`config.mk`:
```
export PLATFORM = sky130hd
export DESIGN_NAME = trim_mean_filter
export DESIGN_NICKNAME = d
export VERILOG_FILES = /design/src/rtl/trim_filter_pkg.sv /design/src/rtl/trim_burst_counter.sv /design/src/rtl/trim_extreme_tracker.sv /design/src/rtl/trim_accumulator.sv /design/src/rtl/trim_result_stage.sv /design/src/rtl/trim_mean_filter.sv
export SDC_FILE = /design/constraint.sdc
export NUM_CORES = 1
export LEC_CHECK = 0
export BUFFER_PORTS_ARGS = -buffer_cell sky130_fd_sc_hd__clkbuf_2
export CORE_UTILIZATION = 50
export CTS_BUF_LIST = sky130_fd_sc_hd__clkbuf_2 sky130_fd_sc_hd__clkbuf_4 sky130_fd_sc_hd__clkbuf_8
export DETAILED_ROUTE_END_ITERATION = 16
export HOLD_SLACK_MARGIN = 0.1
export PLACE_DENSITY = 0.69
export SKIP_CTS_REPAIR_TIMING = 1
export SLEW_MARGIN = 20
export SYNTH_ARGS = -nofsm -noshare
export SYNTH_HDL_FRONTEND = slang
export SYNTH_SLANG_ARGS = --single-unit
```
`constraint.sdc`:
```
create_clock -name clk -period 8.8 [get_ports clk]
set_clock_uncertainty 0.15 [all_clocks]
set_input_delay 0.44 -clock clk [delete_from_list [all_inputs] [get_ports clk]]
set_output_delay 0.44 -clock clk [all_outputs]
set_load 0.05 [all_outputs]
```
`src/rtl/trim_filter_pkg.sv`:
```
package trim_filter_pkg;

   typedef enum logic {
      LEN_SHORT = 1'b0,
      LEN_LONG  = 1'b1
   } burst_len_e;

   function automatic bit is_pow2(input int unsigned v);
      return (v != 0) && ((v & (v - 1)) == 0);
   endfunction

endpackage

```
`src/rtl/trim_burst_counter.sv`:
```
module trim_burst_counter
   import trim_filter_pkg::*;
#(
   parameter int SHORT_CNT = 6,
   parameter int LONG_CNT  = 10,
   parameter int CNT_W     = $clog2(LONG_CNT + 1)
) (
   input  logic       clk,
   input  logic       rst_n,
   input  logic       start_i,
   input  burst_len_e len_i,
   input  logic       valid_i,
   output logic       accept_o,
   output logic       first_o,
   output logic       last_o,
   output burst_len_e len_o
);

   logic [CNT_W-1:0] cnt_q;
   logic [CNT_W-1:0] tgt;
   logic             armed_q;
   burst_len_e       len_q;

   assign tgt      = (len_q == LEN_LONG) ? CNT_W'(LONG_CNT) : CNT_W'(SHORT_CNT);
   assign accept_o = armed_q & valid_i & ~start_i;
   assign first_o  = (cnt_q == '0);
   assign last_o   = accept_o & (cnt_q == tgt - CNT_W'(1));
   assign len_o    = len_q;

   always_ff @(posedge clk or negedge rst_n) begin
      if (!rst_n) begin
         cnt_q   <= '0;
         armed_q <= 1'b0;
         len_q   <= LEN_SHORT;
      end else if (start_i) begin
         cnt_q   <= '0;
         armed_q <= 1'b1;
         len_q   <= len_i;
      end else if (accept_o) begin
         cnt_q   <= cnt_q + CNT_W'(1);
         if (last_o) armed_q <= 1'b0;
      end
   end

   assert_cnt_bound_R1: assert property (@(posedge clk) disable iff (!rst_n)
      cnt_q <= tgt);

   assert_idle_after_done_R7: assert property (@(posedge clk) disable iff (!rst_n)
      (!armed_q && !start_i) |=> $stable(cnt_q));

   assert_len_hold_R2: assert property (@(posedge clk) disable iff (!rst_n)
      (armed_q && !start_i) |=> $stable(len_q));

endmodule

```
`src/rtl/trim_extreme_tracker.sv`:
```
module trim_extreme_tracker #(
   parameter int DATA_W = 12
) (
   input  logic              clk,
   input  logic              rst_n,
   input  logic              accept_i,
   input  logic              first_i,
   input  logic [DATA_W-1:0] data_i,
   output logic [DATA_W-1:0] lo_nxt_o,
   output logic [DATA_W-1:0] hi_nxt_o,
   output logic [DATA_W-1:0] lo_q_o,
   output logic [DATA_W-1:0] hi_q_o
);

   logic [DATA_W-1:0] lo_q, hi_q;

   always_comb begin
      if (first_i) begin
         lo_nxt_o = data_i;
         hi_nxt_o = data_i;
      end else begin
         lo_nxt_o = (data_i < lo_q) ? data_i : lo_q;
         hi_nxt_o = (data_i > hi_q) ? data_i : hi_q;
      end
   end

   always_ff @(posedge clk or negedge rst_n) begin
      if (!rst_n) begin
         lo_q <= '0;
         hi_q <= '0;
      end else if (accept_i) begin
         lo_q <= lo_nxt_o;
         hi_q <= hi_nxt_o;
      end
   end

   assign lo_q_o = lo_q;
   assign hi_q_o = hi_q;

   assert_lo_le_hi_R5: assert property (@(posedge clk) disable iff (!rst_n)
      lo_q <= hi_q);

endmodule

```
`src/rtl/trim_accumulator.sv`:
```
module trim_accumulator #(
   parameter int DATA_W = 12,
   parameter int ACC_W  = 16
) (
   input  logic              clk,
   input  logic              rst_n,
   input  logic              clear_i,
   input  logic              accept_i,
   input  logic [DATA_W-1:0] data_i,
   output logic [ACC_W-1:0]  sum_nxt_o
);

   logic [ACC_W-1:0] sum_q;

   assign sum_nxt_o = sum_q + ACC_W'(data_i);

   always_ff @(posedge clk or negedge rst_n) begin
      if (!rst_n)        sum_q <= '0;
      else if (clear_i)  sum_q <= '0;
      else if (accept_i) sum_q <= sum_nxt_o;
   end

   assert_no_overflow_R3: assert property (@(posedge clk) disable iff (!rst_n)
      (accept_i && !clear_i) |=> (sum_q >= $past(sum_q)));

endmodule

```
`src/rtl/trim_result_stage.sv`:
```
module trim_result_stage
   import trim_filter_pkg::*;
#(
   parameter int DATA_W   = 12,
   parameter int ACC_W    = 16,
   parameter int SH_SHORT = 2,
   parameter int SH_LONG  = 3
) (
   input  logic              clk,
   input  logic              rst_n,
   input  logic              fire_i,
   input  burst_len_e        len_i,
   input  logic [ACC_W-1:0]  sum_i,
   input  logic [DATA_W-1:0] lo_i,
   input  logic [DATA_W-1:0] hi_i,
   output logic              valid_o,
   output logic [DATA_W-1:0] data_o
);

   logic [ACC_W-1:0] trimmed;
   logic [ACC_W-1:0] shifted;

   assign trimmed = sum_i - ACC_W'(lo_i) - ACC_W'(hi_i);
   assign shifted = (len_i == LEN_LONG) ? (trimmed >> SH_LONG) : (trimmed >> SH_SHORT);

   always_ff @(posedge clk or negedge rst_n) begin
      if (!rst_n) begin
         valid_o <= 1'b0;
         data_o  <= '0;
      end else begin
         valid_o <= fire_i;
         if (fire_i) data_o <= shifted[DATA_W-1:0];
      end
   end

   assert_one_cycle_R10: assert property (@(posedge clk) disable iff (!rst_n)
      valid_o |=> !valid_o);

   assert_fits_code_R4: assert property (@(posedge clk) disable iff (!rst_n)
      fire_i |-> (shifted[ACC_W-1:DATA_W] == '0));

endmodule

```
`src/rtl/trim_mean_filter.sv`:
```
module trim_mean_filter
   import trim_filter_pkg::*;
#(
   parameter int DATA_W    = 12,
   parameter int OUT_W     = 16,
   parameter int SHORT_CNT = 6,
   parameter int LONG_CNT  = 10
) (
   input  logic              clk,
   input  logic              rst_n,
   input  logic              start_i,
   input  logic              long_sel_i,
   input  logic              smp_valid_i,
   input  logic [DATA_W-1:0] smp_data_i,
   output logic              res_valid_o,
   output logic [DATA_W-1:0] res_data_o,
   output logic [OUT_W-1:0]  res_word_o
);

   localparam int CNT_W      = $clog2(LONG_CNT + 1);
   localparam int ACC_W      = DATA_W + $clog2(LONG_CNT);
   localparam int KEEP_SHORT = SHORT_CNT - 2;
   localparam int KEEP_LONG  = LONG_CNT - 2;
   localparam int SH_SHORT   = $clog2(KEEP_SHORT);
   localparam int SH_LONG    = $clog2(KEEP_LONG);
   localparam int PAD_W      = OUT_W - DATA_W;

   generate
      if (SHORT_CNT < 3 || LONG_CNT <= SHORT_CNT) begin : g_bad_counts
         $error("burst lengths must satisfy 3 <= SHORT_CNT < LONG_CNT");
      end
      if (!is_pow2(KEEP_SHORT) || !is_pow2(KEEP_LONG)) begin : g_bad_keep
         $error("trimmed sample counts must be powers of two");
      end
      if (OUT_W < DATA_W) begin : g_bad_out
         $error("OUT_W must be at least DATA_W");
      end
   endgenerate

   burst_len_e        len_req, len_cur;
   logic              accept, first, last;
   logic [DATA_W-1:0] lo_nxt, hi_nxt, lo_q, hi_q;
   logic [ACC_W-1:0]  sum_nxt;

   assign len_req = long_sel_i ? LEN_LONG : LEN_SHORT;

   trim_burst_counter #(
      .SHORT_CNT (SHORT_CNT),
      .LONG_CNT  (LONG_CNT),
      .CNT_W     (CNT_W)
   ) u_count (
      .clk      (clk),
      .rst_n    (rst_n),
      .start_i  (start_i),
      .len_i    (len_req),
      .valid_i  (smp_valid_i),
      .accept_o (accept),
      .first_o  (first),
      .last_o   (last),
      .len_o    (len_cur)
   );

   trim_extreme_tracker #(.DATA_W(DATA_W)) u_ext (
      .clk      (clk),
      .rst_n    (rst_n),
      .accept_i (accept),
      .first_i  (first),
      .data_i   (smp_data_i),
      .lo_nxt_o (lo_nxt),
      .hi_nxt_o (hi_nxt),
      .lo_q_o   (lo_q),
      .hi_q_o   (hi_q)
   );

   trim_accumulator #(.DATA_W(DATA_W), .ACC_W(ACC_W)) u_acc (
      .clk       (clk),
      .rst_n     (rst_n),
      .clear_i   (start_i),
      .accept_i  (accept),
      .data_i    (smp_data_i),
      .sum_nxt_o (sum_nxt)
   );

   trim_result_stage #(
      .DATA_W   (DATA_W),
      .ACC_W    (ACC_W),
      .SH_SHORT (SH_SHORT),
      .SH_LONG  (SH_LONG)
   ) u_res (
      .clk     (clk),
      .rst_n   (rst_n),
      .fire_i  (last),
      .len_i   (len_cur),
      .sum_i   (sum_nxt),
      .lo_i    (lo_nxt),
      .hi_i    (hi_nxt),
      .valid_o (res_valid_o),
      .data_o  (res_data_o)
   );

   generate
      if (PAD_W > 0) begin : g_pad
         assign res_word_o = {res_data_o, {PAD_W{1'b0}}};
      end else begin : g_nopad
         assign res_word_o = res_data_o;
      end
   endgenerate

   assert_valid_after_last_R1: assert property (@(posedge clk) disable iff (!rst_n)
      res_valid_o |-> $past(last));

   assert_mean_in_span_R3: assert property (@(posedge clk) disable iff (!rst_n)
      res_valid_o |-> (res_data_o >= lo_q && res_data_o <= hi_q));

endmodule

```
# [Word level (Yosys, flattened, before mapping)]
# Cells that the tools add are included.
[totals] regBits=59 out_inout_bits=29 inputBits=17 elab_cells=38
[op_classes] n_mux=14 n_bitwise=4 n_reduce_logical=4 n_eq_ne=1 n_lt_le_gt_ge=2 add_sub_neg=5
[ops] operator="$mux W12" count=5
[ops] operator="$mux W16" count=2
[ops] operator="$sub A15 B12 Y15" count=2
[ops] operator="$add A16 B12 Y16" count=1
[ops] operator="$gt A12 B12 Y1" count=1
[ops] operator="$lt A12 B12 Y1" count=1
[ops] operator="$mux W4" count=3
[ops] operator="$add A4 B1 Y4 const B" count=1
[ops] operator="$eq A4 B4 Y1" count=1
[ops] operator="$logic_not A4 Y1" count=1
[ops] operator="$mux W1" count=4
[ops] operator="$reduce_bool A2 Y1" count=2
[ops] operator="$sub A4 B1 Y4 const B" count=1
[ops] operator="$and A1 B1 Y1" count=3
[ops] operator="$reduce_and A2 Y1" count=1
[ops] operator="$not A1 Y1" count=1

# [Depth between registers and ports, before layout]
# Gate-level depths: netlist of the first run.
[logic_depth] ltp_word=7 depth_mapped=22 ltp_nobuf=21

# [Hierarchy]
# Synthesis of the first run repeated with hierarchy kept, for this count alone.
[unflattened] cells_unflattened=582 hier_area_um2=5412.7
[modules_own_cells] mod="trim_extreme_tracker" cells_per_inst=198 area_per_inst_um2=2035.7 n_inst=1 seq_area_each_um2=600.6
[modules_own_cells] mod="trim_result_stage" cells_per_inst=187 area_per_inst_um2=1597.8 n_inst=1 seq_area_each_um2=325.3
[modules_own_cells] mod="trim_accumulator" cells_per_inst=145 area_per_inst_um2=1323.8 n_inst=1 seq_area_each_um2=400.4
[modules_own_cells] mod="trim_burst_counter" cells_per_inst=35 area_per_inst_um2=331.6 n_inst=1 seq_area_each_um2=150.1
[modules_own_cells] mod="trim_mean_filter" cells_per_inst=17 area_per_inst_um2=123.9 n_inst=1 seq_area_each_um2=0.0

# [Worst setup path after synthesis of the first run]
# Ideal clock, no wire load.
[synth_path] path_type="input -> register" start="input port smp_data_i[1]" end="register u_res.data_o[11]" setup_time_ps=126 setup_slack_ps=3954 path_buffers=2 t_arrival_ps=4570 path_stages=20 required_time_ps=8524 cell_sequence="ha_1 nor2b_1 o21a_1 o21a_1 o21ai_1 o211ai_1 a21oi_1 clkbuf_1 mux2i_1 fa_1 ha_1 buf_6 a21oi_2 o211ai_4 o221a_4 a31o_4 a21oi_4 and2b_1 nor3_1 o32a_1"
[synth_via] elab_chain_cells=6 elab_cells_between_ends=10 cone_classes="add/sub: 3; order compare: 2; mux: 5"
[synth_rtl] item="from (decl)" line_no="trim_mean_filter.sv:14" text="input logic [DATA_W-1:0] smp_data_i,"
[synth_rtl] item="$lt A12 B12 Y1" line_no="trim_extreme_tracker.sv:22" text="lo_nxt_o = (data_i < lo_q) ? data_i : lo_q;"
[synth_rtl] item="$mux W12" line_no="trim_extreme_tracker.sv:22"
[synth_rtl] item="$mux W12" line_no="trim_extreme_tracker.sv:18" text="if (first_i) begin"
[synth_rtl] item="$sub A15 B12 Y15" line_no="trim_result_stage.sv:23" text="assign trimmed = sum_i - ACC_W'(lo_i) - ACC_W'(hi_i);"
[synth_rtl] item="$sub A15 B12 Y15 *" line_no="trim_result_stage.sv:23"
[synth_rtl] item="$mux W12 *" line_no="trim_result_stage.sv:24" text="assign shifted = (len_i == LEN_LONG) ? (trimmed >> SH_LONG) : (trimmed >> SH_SHORT);"
[synth_rtl] item="to (signal assigned)" line_no="trim_result_stage.sv:32" text="if (fire_i) data_o <= shifted[DATA_W-1:0];"
[synth_rtl] item="to (decl)" line_no="trim_result_stage.sv:17" text="output logic [DATA_W-1:0] data_o"
# Every way passes the cells marked *; elsewhere a longest branch is shown, timed or not.
# A chain may end at the register's enable or synchronous reset.

# [Worst setup path in the final report of the first run]
[layout_path] start="register u_ext.hi_q[9] (netlist: u_ext.hi_q_o[9])" end="register u_res.data_o[11]"
[layout_via] elab_chain_cells=5
[layout_rtl] item="from (decl)" line_no="trim_extreme_tracker.sv:15" text="logic [DATA_W-1:0] lo_q, hi_q;"
[layout_rtl] item="from (signal assigned)" line_no="trim_extreme_tracker.sv:33" text="hi_q <= hi_nxt_o;"
[layout_rtl] item="$gt A12 B12 Y1" line_no="trim_extreme_tracker.sv:23" text="hi_nxt_o = (data_i > hi_q) ? data_i : hi_q;"
[layout_rtl] item="$mux W12 *" line_no="trim_extreme_tracker.sv:23"
[layout_rtl] item="$mux W12 *" line_no="trim_extreme_tracker.sv:18"
[layout_rtl] item="$sub A15 B12 Y15 *" line_no="trim_result_stage.sv:23"
[layout_rtl] item="$mux W12 *" line_no="trim_result_stage.sv:24"
# Marked as above.

==> impl_results.md, run 1 <==
* Drt first pass iters at 7
* CP max stage cell: fa_1
* Vias at 4413
* CTS buffer count at 9
* CP endpoint kind: flip-flop
* Top_reg_cell synth: dfrtp_1
* Min-delay worst type: in2async
* Initial DRC Count at 196
* Crit path required time at 8880 ps
* Top Ports at 46
* Startpoint types: flip-flop
* Routed met1 length at 5725 µm
* Seq cells post-synth at 58
* Final ANT Viol Nets at 0
* Nets at 692
* CTS tree: done
* FMAX at 199.2 MHz
* Placed instance area at 5399 µm²
* PortBufs at 41
* Post-route cell area at 5593 µm²
* Max cap viols at 0
* Largest net degree at the start of global routing at 59
* Starting Density at 51.23%
* Min Tclk post-route at 5020 ps
* Max clock buf depth at 2
* Die ar. at 10940 µm²
* Fin. Hold Viols at 0
* Yosys warnings at 0
* Arrival @ worst endpoint at 5100 ps
* Slew HR at 29.87%
* WS Path Type: reg2reg
* RePlAce Congestion at 0.8758
* Total congestion overflow at 0
* R2r startpoint: u_ext.hi_q_o[9]$_DFFE_PN0P_
* RSZ-0062 raised after global routing: false
* Core ar. at 10280 µm²
* # diodes at 0
* Largest stage delay, worst path at 460 ps
* DR WL/cell at 17.11 µm
* Commonest cells post-synth: a21oi_1, dfrtp_1, nand2_1
* Cell Count Post-Placement at 737
* Leakage power at 2.690 nW
* Sink Count at 58
* Final Cycle Share at 57.05%
* Top cell type's share of synthesized area at 27.57%
* Finished Layout Cells at 753
* Clk Latency, worst-skew pair at 360 ps
* DR WL met2 at 6043 µm
* Status: finished clean
* Fillers at 943
* Met3 wire len at 709 µm
* Ys async rst share at 100.0%
* Synth area leader: dfrtp_1
* P per Cell Area at 343.4 nW/µm²
* Chip Height at 104.6 µm
* Sequential element share of the synthesized area at 27.57%
* First-pass GRT wire length at 21860 µm
* CP delay by family, top: compound AO/OA/AOI/OAI gates
* R2R cell count at 19
* Worst-margin pin slew at 1049 ps
* Syn avg cell area at 8.804 µm²
* Final setup fails at 0
* Area Growth Syn to Fin at 6.226%
* EDFF count, synth at 0
* GRT Overall Usage at 25.65%
* Remaining DRCs at 0
* Share of layout cells above drive strength 1 at 15.88%
* Die X-Extent at 104.6 µm
* Initial antenna violation count at 0
* Worst Path Buf+Inv at 2
* Final wirelength at 12880 µm
* Top cells by area, synth: dfrtp_1, ha_1, a21oi_1
* R2r endpoint: u_res.data_o[11]$_DFFE_PN0P_
* Total negative slack at 0 ps
* Dpl hpwl at 9589 µm
* FP Rows at 37
* Top sig layer: met4
* Maximum VDD drop at 0.1459 mV
* Netlist cell types at 69
* Number of global-route vias before repair at 4386
* Critical path cell sequence: inv_1 -> ha_1 -> a21o_1 -> a21o_1 -> a21oi_1 -> o211ai_1 -> a21oi_1 -> buf_4 -> mux2i_1 -> fa_1 -> ha_1 -> a21oi_2 -> o211ai_4 -> o221a_4 -> a31o_4 -> a21oi_4 -> and2b_1 -> nor3_1 -> o32a_1
* Hold_ws at 89.03 ps
* Synthesized area at 5265 µm²
* CTS Root Cell: clkbuf_8
* R2r setup slk at 3780 ps
* Via/cell ratio at 5.861
* Cell count after synthesis at 598
* Reg clk slew, reported paths at 70 ps
* Final Max Slew Viols at 0
* CP Max Fanout at 22
* H-tree depth at 3
## per-layer routing
layer,vias to the layer above,GRT usage [%]
li1,2147,-
met1,2131,32.38
met2,105,41.63
met3,30,5.989
met4,0,11.77
met5,-,0
## worst max path at each step
stage,end,depth (start not counted),start
floorplan,u_res.data_o[11]$_DFFE_PN0P_,20,smp_data_i[1]
global placement,u_res.data_o[11]$_DFFE_PN0P_,20,smp_data_i[9]
detailed placement,u_res.data_o[11]$_DFFE_PN0P_,19,smp_data_i[9]
CTS,u_res.data_o[11]$_DFFE_PN0P_,19,u_ext.hi_q_o[9]$_DFFE_PN0P_
global route,u_res.data_o[11]$_DFFE_PN0P_,19,u_ext.hi_q_o[9]$_DFFE_PN0P_
finish,u_res.data_o[11]$_DFFE_PN0P_,19,u_ext.hi_q_o[9]$_DFFE_PN0P_
## state kept, by name, summed over array words and instances (netlist names)
register         cells
u_res.data_o        12
u_ext.hi_q_o        12
u_count.armed_q      1
u_count.cnt_q        4
u_count.len_o        1
u_res.valid_o        1
u_acc.sum_q         15
u_ext.lo_q_o        12
## power by group
part	leakage, nW	internal (W)	switching (W)	total (W)
combinational	1.85	0.000549	0.000762	0.00131
sequential	0.738	0.000316	0.0000515	0.000368
clock	0.103	0.000131	0.000111	0.000242
## cell usage in the layout, fill, tap and decap left out, drive strengths merged, types with 14 or more instances in the layout
cell type / count
a21oi: 60
dfrtp: 58
nand2: 56
clkbuf: 55
ha: 52
inv: 45
o21ai: 42
nor2: 38
nand3: 23
mux2: 22
nand4: 17
a21o: 17
xnor2: 14
## worst reg2reg max path, stage by stage, from the launching register on
cell and delay [ps]:
dfrtp_1 370, inv_1 50, ha_1 300, a21o_1 180, a21o_1 180, a21oi_1 270, o211ai_1 140, a21oi_1 160
buf_4 270, mux2i_1 270, fa_1 460, ha_1 420, a21oi_2 250, o211ai_4 150, o221a_4 300, a31o_4 280
a21oi_4 160, and2b_1 160, nor3_1 50, o32a_1 340
## kinds of logic after synthesis
group,synth area share [%]
AO/OA/AOI/OAI,22.32
other,0.07122
multiplexers,6.226
flip-flops,27.57
AND/OR/NAND/NOR,14.38
adder cells (fa/ha/maj),16.54
XOR/XNOR,4.468
buffers and inverters,8.436
## stage by stage
step	setup WS, ps	util, %	power (W)
after floorplan	3954	-	0.001471
after global placement	3614	52.53	0.001620
after detailed placement	3491	52.53	0.001668
after CTS	3756	54.38	0.001919
after global routing	3558	54.42	0.002106
final	3780	54.42	0.001921
## area by class of cell
type	instances	area, µm²	share of cell area (%)
tap	136	170.2	3.043
sequential	58	1451	25.95
inverter	45	168.9	3.020
clock buffer	14	180.2	3.221
clock inverter	2	10.01	0.1790
timing repair buffer	44	227.7	4.072
multi-input combinational	454	3385	60.51
Note: power is estimated with default switching activity, not from simulation.
==> inputs of run 2 (changes only) <==
--- a/config.mk
+++ b/config.mk
@@ -5,12 +5,13 @@
 export SDC_FILE = /design/constraint.sdc
 export NUM_CORES = 1
 export LEC_CHECK = 0
+export ABC_AREA = 1
 export BUFFER_PORTS_ARGS = -buffer_cell sky130_fd_sc_hd__clkbuf_2
 export CORE_UTILIZATION = 50
 export CTS_BUF_LIST = sky130_fd_sc_hd__clkbuf_2 sky130_fd_sc_hd__clkbuf_4 sky130_fd_sc_hd__clkbuf_8
 export DETAILED_ROUTE_END_ITERATION = 16
 export HOLD_SLACK_MARGIN = 0.1
-export PLACE_DENSITY = 0.69
+export PLACE_DENSITY = 0.72
 export SKIP_CTS_REPAIR_TIMING = 1
 export SLEW_MARGIN = 20
 export SYNTH_ARGS = -nofsm -noshare
==> constraint.sdc (replaced) <==
create_clock -name clk -period 4.5 [get_ports clk]
set_clock_uncertainty 0.15 [all_clocks]
set_input_delay 0.225 -clock clk [delete_from_list [all_inputs] [get_ports clk]]
set_output_delay 0.225 -clock clk [all_outputs]
set_load 0.05 [all_outputs]
==> impl_results.md, run 2 <==
* Status: finished clean
* Finished Layout Cells at 839
* Worst Hold Path EP: u_ext.lo_q_o[8]$_DFFE_PN0P_
* EDFF count, synth at 0
* Reg clk slew, reported paths at 60 ps
* Final Max Slew Viols at 0
* Commonest cells post-synth: nand2_1, inv_1, nand3_1
* Gate power share at 63.1%
* CTS tree: done
* R2r startpoint: u_ext.hi_q_o[9]$_DFFE_PN0P_
* Via/cell ratio at 5.221
* Yosys warnings at 0
* Total congestion overflow at 0
* Final setup fails at 0
* Top_reg_cell synth: dfrtp_1
* Final worst slack at 340.9 ps
* Count leader, synth: nand2_1
* R2R cell count at 23
* Nets at 782
* Syn avg cell area at 7.470 µm²
* Area Growth Syn to Fin at 7.951%
* Clk Latency, worst-skew pair at 340 ps
* Initial antenna violation count at 0
* Vias at 4380
* Slew HR at 48.05%
* Post-Place Setup Slack at 266.5 ps
* Number of global-route vias before repair at 4274
* Worst-margin pin slew at 779.2 ps
* Hold_ws at 144.5 ps
* Clock share of power at 14.8%
* FF+latch area at 1451 µm²
* RePlAce Congestion at 0.9001
* Top cell type's share of synthesized area at 28.91%
* Die ar. at 10440 µm²
* Netlist cell types at 43
* Top Ports at 46
* Starting Density at 51.59%
* Commonest non-fill, non-tap cells in the layout: nand2_1, inv_1, nand3_1
* Crit path required time at 4580 ps
* Largest register FFs at 15
* Fin. Hold Viols at 0
* Leakage power at 3.020 nW
* Sw Ratio at 48.95%
* WS Path Type: reg2reg
* CP max stage cell: fa_1
* Min Tclk post-route at 4159 ps
* Core ar. at 9729 µm²
* Sink Count at 58
* Cell Count Post-Placement at 821
* Most common cell after layout, fill and taps aside: nand2_1
* Remaining DRCs at 0
* PortBufs at 41
* H-tree depth at 3
* Critical path cell sequence: inv_1 -> ha_1 -> a21oi_1 -> nor2_1 -> nor3_1 -> nand3_1 -> nand2_1 -> nand2_4 -> o21ai_2 -> fa_1 -> ha_1 -> nand2_1 -> inv_1 -> nand2_1 -> nand2_1 -> nor2_2 -> nor2_2 -> nor2_2 -> nand3_1 -> nand2_1 -> nand3_1 -> nand3_1 -> nand2_1
* Largest net degree at the start of global routing at 59
* CP delay by family, top: simple AND/OR/NAND/NOR gates
* Drt first pass iters at 4
* Min-delay worst type: in2reg
* DR WL/cell at 13.56 µm
* Final wirelength at 11370 µm
* Maximum VDD drop at 0.2588 mV
* Crit-path most repeated cell: nand2_1
* CP endpoint kind: flip-flop
* CTS buffer count at 9
* Largest stage delay, worst path at 450 ps
* Share of layout cells above drive strength 1 at 13.60%
* Ys async rst share at 100.0%
* Max clock buf depth at 2
* FMAX at 240.4 MHz
* Fillers at 966
* Multi-input gate area at 3027 µm²
* Seq cells post-synth at 58
* Tot Pwr at 0.002993 W
* Dpl hpwl at 8675 µm
* R2r endpoint: u_res.data_o[11]$_DFFE_PN0P_
* P per Cell Area at 552.2 nW/µm²
* First-pass GRT wire length at 19430 µm
* Sequential element share of the synthesized area at 28.91%
* Cell count after synthesis at 672
* FP Rows at 36
* Chip Height at 102.2 µm
* Synth area leader: dfrtp_1
* Arrival @ worst endpoint at 4240 ps
* Pint at 0.001528 W
* Synthesized area at 5020 µm²
* # diodes at 0
* Die X-Extent at 102.2 µm
* Biggest register: u_acc.sum_q
* CTS Root Cell: clkbuf_8
* Core Util, Final at 55.70%
* Max cap viols at 0
* Net Sw Power at 0.001465 W
* Worst Path Buf+Inv at 2
* Final ANT Viol Nets at 0
* Initial DRC Count at 193
* Final Cycle Share at 92.42%
* CP Max Fanout at 24
* Startpoint types: flip-flop
* Sequential power share at 22.1%
* Top cells by area, synth: dfrtp_1, nand2_1, ha_1
* GRT Overall Usage at 23.94%
* R2r setup slk at 340 ps
* Hold path cells at 5
* Min-delay src: smp_data_i[8]
## run 2: cell types whose count changed in the layout (fill, tap and decap cells not counted), sizes merged, moves of 7 or more
cell and delta:
nand2 +146, inv +41, nand3 +40, a21oi -31, mux2 -22, nand4 -14, a21o -11, o311a -10
xnor2 -10, mux2i -8, nor2 -7
## run 2: per-layer routing
layer / vias to the layer above / global-route usage (%) / wire (µm)
li1: 2225 / - / -
met1: 2065 / 28.61 / 5006
met2: 62 / 42.64 / 5670
met3: 28 / 4.309 / 339
met4: 0 / 9.231 / 357
met5: - / 0 / 0
## run 2: logic make-up after synthesis
| kind of cell | share of synthesized area, % |
|---|---|
| buffers and inverters | 11.17 |
| AOI/OAI and AO/OA | 13.21 |
| xor gates and xnor gates | 2.617 |
| DFF | 28.91 |
| and+or+nand+nor | 26.67 |
| other | 0.07470 |
| adders and majority gates | 17.35 |
## run 2: stage by stage
stage	cell area (µm²)	TNS, ps
5_1_grt	5419	-48.52
4_1_cts	5381	0
3_5_place_dp	5207	0
6_report	5419	0
3_3_place_gp	5207	0
2_1_floorplan	5031	0
## run 2: how the worst max path moves through the flow
| stage | start | endpoint | slack (ps) | cells after the start |
|---|---|---|---|---|
| 6_report | u_ext.hi_q_o[9]$_DFFE_PN0P_ | u_res.data_o[11]$_DFFE_PN0P_ | 340 | 23 |
| 5_1_grt | u_ext.hi_q_o[9]$_DFFE_PN0P_ | u_res.data_o[4]$_DFFE_PN0P_ | -30 | 22 |
| 4_1_cts | u_ext.hi_q_o[9]$_DFFE_PN0P_ | u_res.data_o[11]$_DFFE_PN0P_ | 220 | 23 |
| 3_5_place_dp | u_ext.hi_q_o[9]$_DFFE_PN0P_ | u_res.data_o[11]$_DFFE_PN0P_ | 270 | 23 |
| 3_3_place_gp | u_ext.hi_q_o[9]$_DFFE_PN0P_ | u_res.data_o[11]$_DFFE_PN0P_ | 380 | 23 |
| 2_1_floorplan | u_acc.sum_q[0]$_DFFE_PN0P_ | u_res.data_o[11]$_DFFE_PN0P_ | 940 | 20 |
## run 2: area by class of cell
type / instances / share of cell area [%]
timing repair buffer: 49 / 5.033
sequential: 58 / 26.78
multi-input combinational: 497 / 55.85
clock inverter: 3 / 0.2771
inverter: 87 / 6.049
clock buffer: 12 / 2.932
tap: 133 / 3.071
## run 2: power by group through the flow
stage	logic, W	registers [W]	clock network [W]
6_report	0.00189	0.000661	0.000443
3_5_place_dp	0.00187	0.000670	0
3_3_place_gp	0.00184	0.000666	0
5_1_grt	0.00219	0.000672	0.000469
2_1_floorplan	0.00149	0.000706	0
4_1_cts	0.00189	0.000661	0.000448
## run 2: worst register-to-register path: stages (launching register included)
cell and delay, ps:
dfrtp_1 400, inv_1 60, ha_1 290, a21oi_1 150
nor2_1 50, nor3_1 290, nand3_1 130, nand2_1 120
nand2_4 200, o21ai_2 270, fa_1 450, ha_1 370
nand2_1 130, inv_1 50, nand2_1 60, nand2_1 50
nor2_2 210, nor2_2 60, nor2_2 120, nand3_1 140
nand2_1 80, nand3_1 70, nand3_1 80, nand2_1 50
